<file path="config.mk">
export PLATFORM = sky130hd
export DESIGN_NAME = plane_read_latch
export DESIGN_NICKNAME = d
export VERILOG_FILES = /design/src/rtl/plane_read_pkg.sv /design/src/rtl/prl_latch_bank.sv /design/src/rtl/prl_color_compare.sv /design/src/rtl/prl_plane_mux.sv /design/src/rtl/plane_read_latch.sv
export SDC_FILE = /design/constraint.sdc
export NUM_CORES = 1
export LEC_CHECK = 0
export ABC_AREA = 1
export BUFFER_PORTS_ARGS = -buffer_cell sky130_fd_sc_hd__buf_2
export CELL_PAD_IN_SITES_DETAIL_PLACEMENT = 1
export CELL_PAD_IN_SITES_GLOBAL_PLACEMENT = 2
export CORE_UTILIZATION = 24
export DETAILED_ROUTE_END_ITERATION = 16
export GPL_ROUTABILITY_DRIVEN = 0
export GPL_TIMING_DRIVEN = 0
export PLACE_DENSITY = 0.81
export REMOVE_ABC_BUFFERS = 1
export SLEW_MARGIN = 20
export SYNTH_ARGS = -nofsm -noshare
export SYNTH_HDL_FRONTEND = slang
export SYNTH_SLANG_ARGS = --single-unit
</file>
<file path="constraint.sdc">
create_clock -name clk -period 1.2 [get_ports clk]
set_input_delay 0.18 -clock clk [delete_from_list [all_inputs] [get_ports clk]]
set_output_delay 0.18 -clock clk [all_outputs]
set_load 0.1 [all_outputs]
</file>
<file path="src/rtl/plane_read_pkg.sv">
package plane_read_pkg;

  localparam int unsigned PLANE_COUNT = 4;
  localparam int unsigned PLANE_BITS  = 8;

  typedef enum logic [1:0] {
    RMODE_SELECT  = 2'd0,
    RMODE_COMPARE = 2'd1,
    RMODE_RSV2    = 2'd2,
    RMODE_RSV3    = 2'd3
  } read_mode_e;

  function automatic logic mode_is_planar(input logic [1:0] m);
    return (m == RMODE_SELECT) || (m == RMODE_COMPARE);
  endfunction

endpackage

</file>
<file path="src/rtl/prl_latch_bank.sv">
module prl_latch_bank #(
  parameter int unsigned PLANES = 4,
  parameter int unsigned BYTE_W = 8
) (
  input  logic                     clk,
  input  logic                     rst,
  input  logic                     load,
  input  logic [PLANES*BYTE_W-1:0] din,
  output logic [PLANES*BYTE_W-1:0] latch_q
);

  for (genvar k = 0; k < PLANES; k++) begin : g_plane
    logic [BYTE_W-1:0] lane_q;
    always_ff @(posedge clk) begin
      if (rst) begin
        lane_q <= '0;
      end else if (load) begin
        lane_q <= din[k*BYTE_W +: BYTE_W];
      end
    end
    assign latch_q[k*BYTE_W +: BYTE_W] = lane_q;
  end

  // a planar read captures every plane byte
  assert_latch_load_R2: assert property (@(posedge clk) disable iff (rst)
    load |=> latch_q == $past(din));

  // no load, no change
  assert_latch_hold_R3: assert property (@(posedge clk) disable iff (rst)
    !load |=> $stable(latch_q));

endmodule

</file>
<file path="src/rtl/prl_color_compare.sv">
module prl_color_compare #(
  parameter int unsigned PLANES = 4,
  parameter int unsigned BYTE_W = 8
) (
  input  logic [PLANES*BYTE_W-1:0] planes,
  input  logic [PLANES-1:0]        color,
  input  logic [PLANES-1:0]        care,
  output logic [BYTE_W-1:0]        match
);

  logic [PLANES-1:0] pixel [BYTE_W];

  always_comb begin
    for (int b = 0; b < BYTE_W; b++) begin
      for (int k = 0; k < PLANES; k++) begin
        pixel[b][k] = planes[k*BYTE_W + b];
      end
      match[b] = ~|((pixel[b] ^ color) & care);
    end
  end

endmodule

</file>
<file path="src/rtl/prl_plane_mux.sv">
module prl_plane_mux #(
  parameter int unsigned PLANES = 4,
  parameter int unsigned BYTE_W = 8,
  localparam int unsigned SEL_W = (PLANES > 1) ? $clog2(PLANES) : 1
) (
  input  logic [PLANES*BYTE_W-1:0] planes,
  input  logic [SEL_W-1:0]         sel,
  output logic [BYTE_W-1:0]        byte_out
);

  always_comb begin
    byte_out = '0;
    for (int k = 0; k < PLANES; k++) begin
      if (sel == SEL_W'(k)) byte_out = planes[k*BYTE_W +: BYTE_W];
    end
  end

endmodule

</file>
<file path="src/rtl/plane_read_latch.sv">
module plane_read_latch
  import plane_read_pkg::*;
#(
  parameter int unsigned PLANES = PLANE_COUNT,
  parameter int unsigned BYTE_W = PLANE_BITS,
  localparam int unsigned SEL_W = (PLANES > 1) ? $clog2(PLANES) : 1,
  localparam int unsigned BUS_W = PLANES * BYTE_W
) (
  input  logic              clk,
  input  logic              rst,
  input  logic              rd_stb,
  input  logic [1:0]        rd_mode,
  input  logic [SEL_W-1:0]  plane_sel,
  input  logic [PLANES-1:0] cmp_color,
  input  logic [PLANES-1:0] care_mask,
  input  logic [BUS_W-1:0]  plane_bytes,
  output logic [BYTE_W-1:0] rd_data,
  output logic              rd_valid,
  output logic [BUS_W-1:0]  latch_out
);

  read_mode_e        mode;
  logic              planar_rd;
  logic [BYTE_W-1:0] sel_byte;
  logic [BYTE_W-1:0] cmp_byte;
  logic [BYTE_W-1:0] result;
  logic [BYTE_W-1:0] data_q;
  logic              valid_q;

  assign mode      = read_mode_e'(rd_mode);
  assign planar_rd = rd_stb && mode_is_planar(rd_mode);

  prl_latch_bank #(.PLANES(PLANES), .BYTE_W(BYTE_W)) u_bank (
    .clk     (clk),
    .rst     (rst),
    .load    (planar_rd),
    .din     (plane_bytes),
    .latch_q (latch_out)
  );

  // The latches take the bus on this same edge, so the bus is the new latch value.
  prl_plane_mux #(.PLANES(PLANES), .BYTE_W(BYTE_W)) u_mux (
    .planes   (plane_bytes),
    .sel      (plane_sel),
    .byte_out (sel_byte)
  );

  prl_color_compare #(.PLANES(PLANES), .BYTE_W(BYTE_W)) u_cmp (
    .planes (plane_bytes),
    .color  (cmp_color),
    .care   (care_mask),
    .match  (cmp_byte)
  );

  always_comb begin
    unique case (mode)
      RMODE_SELECT:  result = sel_byte;
      RMODE_COMPARE: result = cmp_byte;
      default:       result = '0;
    endcase
  end

  always_ff @(posedge clk) begin
    if (rst) begin
      data_q  <= '0;
      valid_q <= 1'b0;
    end else begin
      valid_q <= rd_stb;
      if (rd_stb) data_q <= result;
    end
  end

  assign rd_data  = data_q;
  assign rd_valid = valid_q;

  // select mode returns the latch picked by the plane index
  assert_select_matches_latch_R4: assert property (@(posedge clk) disable iff (rst)
    (rd_stb && rd_mode == 2'd0) |=>
      rd_data == latch_out[$past(plane_sel)*BYTE_W +: BYTE_W]);

  // empty care mask matches every pixel
  assert_empty_mask_all_ones_R7: assert property (@(posedge clk) disable iff (rst)
    (rd_stb && rd_mode == 2'd1 && care_mask == '0) |=> rd_data == '1);

  // reserved modes read as zero and leave the latches alone
  assert_reserved_mode_zero_R8: assert property (@(posedge clk) disable iff (rst)
    (rd_stb && rd_mode[1]) |=> (rd_data == '0) && $stable(latch_out));

  // one valid pulse per strobe, data held between strobes
  assert_valid_follows_strobe_R9: assert property (@(posedge clk) disable iff (rst)
    rd_stb |=> rd_valid);
  assert_valid_single_R9: assert property (@(posedge clk) disable iff (rst)
    !rd_stb |=> !rd_valid);
  assert_data_hold_R9: assert property (@(posedge clk) disable iff (rst)
    !rd_stb |=> $stable(rd_data));

endmodule

</file>
## After elaboration in Yosys (flattened, before gate mapping)

Cells that the tools add are included.
Widths: inputs -> output; s select.

- Bits of input ports: 47
- Register bits after elaboration: 41
- Logic and storage cells: 51

- Reductions and logical operators: 20
- Bitwise gates (word level): 16
- Multiplexer cells: 5
- Equality and inequality tests: 4

Operators with widths:

| operator | count |
|---|---|
| $and 4x4->4 | 8 |
| $mux 8 | 4 |
| $reduce_or 4->1 | 8 |
| $xor 4x4->4 | 8 |
| $pmux 8 s2 | 1 |
| $logic_not 1->1 | 8 |
| $eq 2x1->1 const B | 2 |
| $eq 2x2->1 const B | 2 |
| $logic_not 2->1 | 2 |
| $logic_and 1x1->1 | 1 |
| $logic_or 1x1->1 | 1 |

## Depth between registers and ports, before layout

- Word-level depth: 6
- Mapped depth: 9
- Mapped depth without buffers: 9

## Modules after synthesis

A second synthesis with hierarchy kept.

- Cells, all modules: 488
- Area, all modules: 2796.4 µm²

By module, submodules not included:

| module | cells an instance | area an instance (µm²) | sequential area each (µm²) | times used |
|---|---|---|---|---|
| prl_latch_bank | 203 | 1338.8 | 640.6 | 1 |
| prl_color_compare | 164 | 713.2 | 0.0 | 1 |
| plane_read_latch | 74 | 480.5 | 180.2 | 1 |
| prl_plane_mux | 47 | 264.0 | 0.0 | 1 |

## Least setup slack after synthesis

Ideal clock, no wire load.

- Path type: reg-to-reg
- From: register u_bank.g_plane[0].lane_q[3] (netlist name)
- To: register u_bank.g_plane[0].lane_q[3]
- Setup time: 71 ps
- Cell stages (with the launch flop): 3
- Clock period less this slack: 1316 ps
- Buffers on the path: 0
- Slack: -116 ps
- Arrival time: 1245 ps
- Cells stage by stage: dfxtp_1 o21ai_0 a21oi_1

RTL lines:

| item | line | text |
|---|---|---|
| to (signal assigned) | prl_latch_bank.sv:18 | `lane_q <= din[k*BYTE_W +: BYTE_W];` |
| to (decl) | prl_latch_bank.sv:13 | `logic [BYTE_W-1:0] lane_q;` |

## Final worst setup path

- From: register u_bank.g_plane[2].lane_q[2]
- To: output port latch_out[18]

RTL lines:

| item | line | text |
|---|---|---|
| from (decl) | prl_latch_bank.sv:13 |  |
| from (signal assigned) | prl_latch_bank.sv:18 |  |
| to (decl) | plane_read_latch.sv:19 | `output logic [BUS_W-1:0] latch_out` |

No word-level cell between the ends.

==> qor.csv <==
metric,value,unit
timing.rr.end,u_bank.g_plane[0].lane_q[7],
die_h,101,µm
start_util,0.250,
crit_fanout,2,
num_antenna_cells,0,
clkTransAtPathRegs,0.08,ns
ctsRootBufferMaster,clkbuf_8,
grt.total_usage,0.178,
cp-end-kind,output pin,
ir_drop,0.481,mV
grt_pass1_wl,13800,µm
cp-start-kind,register,
netlist_area,0.00233,mm²
hold_path.class,in2reg,
antenna_found_initial,0,
post-route-period-util,0.941,
overflow,0,
layout_min_cycle_time,1.13,ns
clockBufferDepth,2,
drive_above_1_share,0.231,
ctsHoldBuffers,0,
min_to,u_bank.g_plane[0].lane_q[0],
worst_slack,0.0703,ns
post-route-drc-count,0,
critPathMaxStageDelay,0.35,ns
cts_sinks,41,
r2r-start,u_bank.g_plane[0].lane_q[7],
path_delay_family,flip-flops,
critPathSlowestCell,dfxtp_1,
io_buffers,87,
final_antenna_net_count,0,
path_buf_inv,1,
grt_max_degree,34,
rsz0062_at_grt,false,
layout_common_cells,"nor2_1, nand2_1, buf_2",
final_hold_viol_count,0,
cellPowerDensity,1250,mW/mm²
synthCells,376,
min_from,plane_bytes[0],
hpwl,6160,µm
drtIter0Drc,83,
r2r_setup_slack,0.51,ns
dp_worst_setup_slack,-0.955,ns
fin_setup_tns,0,ns
setup_violations,0,
fin_skew,0,ns
via_per_inst,4.70,
ys_types,22,
fmax,885,MHz
fill_cells,1235,
cts_tree,built,
coreArea,0.00933,mm²
drv_cap,0,
report.final.slew_viol_count,0,
yosysWarnings,0,
yosysSeqAreaShare,0.352,
worstPathRequired,1.02,ns
finalWirelength,8820,µm
die_w,101,µm
hold_depth,3,
clk_latency,0.30,ns
synth_top_area_cell,dfxtp_1,
cts_buffers,5,
crit_arrival,0.95,ns
pin_count,88,
grt_pass1_vias,2830,
relSlewSlack,0.652,
num_rows,35,
status,finished clean,
synth_area_leaders,"dfxtp_1, nor2_1, nand2_1",
path_class,reg2out,
syn_avg_cell_area,6.21,µm²
die_area,0.0101,mm²
netlist.area_leader.share,0.352,
vias,2761,
syn_to_final_growth,31.4,%
cts_htree_levels,2,
nets,505,
ff2ff_path_depth,2,
ys_ff_latch,41,
p_leak,1.52,nW
first_pass_iters,4,
crit_chain,buf_4,
wl_per_cell,15.0,µm
tightest_slew,0.521,ns
layout_commonest_cell,nor2_1,
kinds of logic after synthesis:
| logic type | synth area share |
|---|---|
| XOR/XNOR | 0.0188 |
| AO/OA/AOI/OAI | 0.214 |
| flip-flops | 0.352 |
| buffers and inverters | 0.110 |
| AND/OR/NAND/NOR | 0.305 |
worst max path at each step:
stage	start	to	slack (ns)	cells after the start
3_3_place_gp	rd_stb	u_bank.g_plane[1].lane_q[3]	-0.90	6
3_5_place_dp	rd_stb	u_bank.g_plane[3].lane_q[5]	-0.96	6
4_1_cts	u_bank.g_plane[3].lane_q[6]	latch_out[30]	0.06	1
5_1_grt	plane_sel[0]	rd_data[6]	0.003	8
6_report	u_bank.g_plane[2].lane_q[2]	latch_out[18]	0.07	1
2_1_floorplan	u_bank.g_plane[0].lane_q[3]	u_bank.g_plane[0].lane_q[3]	-0.12	2
state kept, by name, summed over array words and instances, names as in the netlist:
signal / count
rd_data: 8
rd_valid: 1
u_bank.g_plane.lane_q: 32
report_power, final:
| group | internal [mW] | switching (mW) | total (mW) |
|---|---|---|---|
| combinational | 0.327 | 1.09 | 1.42 |
| clock | 0.415 | 0.502 | 0.917 |
| sequential | 1.45 | 0.0447 | 1.49 |
| total | 2.19 | 1.64 | 3.83 |
cell usage after synthesis, drive strengths merged:
| library cell | n |
|---|---|
| nor2 | 83 |
| nand3 | 20 |
| nor3 | 1 |
| nand4 | 1 |
| a21oi | 43 |
| inv | 37 |
| buf | 15 |
| dfxtp | 41 |
| nand2 | 70 |
| xnor2 | 5 |
| o21ai | 50 |
| or2 | 1 |
| clkbuf | 3 |
| nand3b | 1 |
| o211ai | 3 |
| a31oi | 2 |
area by class of cell:
cell class,instances,area (µm²),share of cell area
multi-input combinational,283,1290,0.422
sequential,41,821,0.268
timing repair buffer,90,563,0.184
tap,129,161,0.0526
inverter,37,146,0.0477
clock buffer,8,80.1,0.0261
timing repair:
action	in CTS	in global routing
pin swaps	1	1
gates cloned	2	1
buffers inserted	2	1
gates resized for setup	44	4
setup endpoints to repair	73	17
routing by layer:
metal,part of all wire,GRT usage
met3,0.052,0.0326
met2,0.47,0.322
met4,0.0082,0.0401
met1,0.47,0.218
met5,0,0
through the flow:
stage | util | instance area (µm²) | power [mW] | cells | hold slack [ns]
after floorplan | - | 2220 | 2.49 | 358 | 0.249
after global routing | 0.329 | 3070 | 4.03 | 588 | 0.161
after global placement | 0.302 | 2810 | 2.83 | 574 | 0.459
final | 0.329 | 3070 | 3.83 | 588 | 0.160
after CTS | 0.326 | 3040 | 3.87 | 586 | 0.155
after detailed placement | 0.302 | 2810 | 2.85 | 574 | 0.464
No activity file was read; power rests on OpenSTA's default activity.
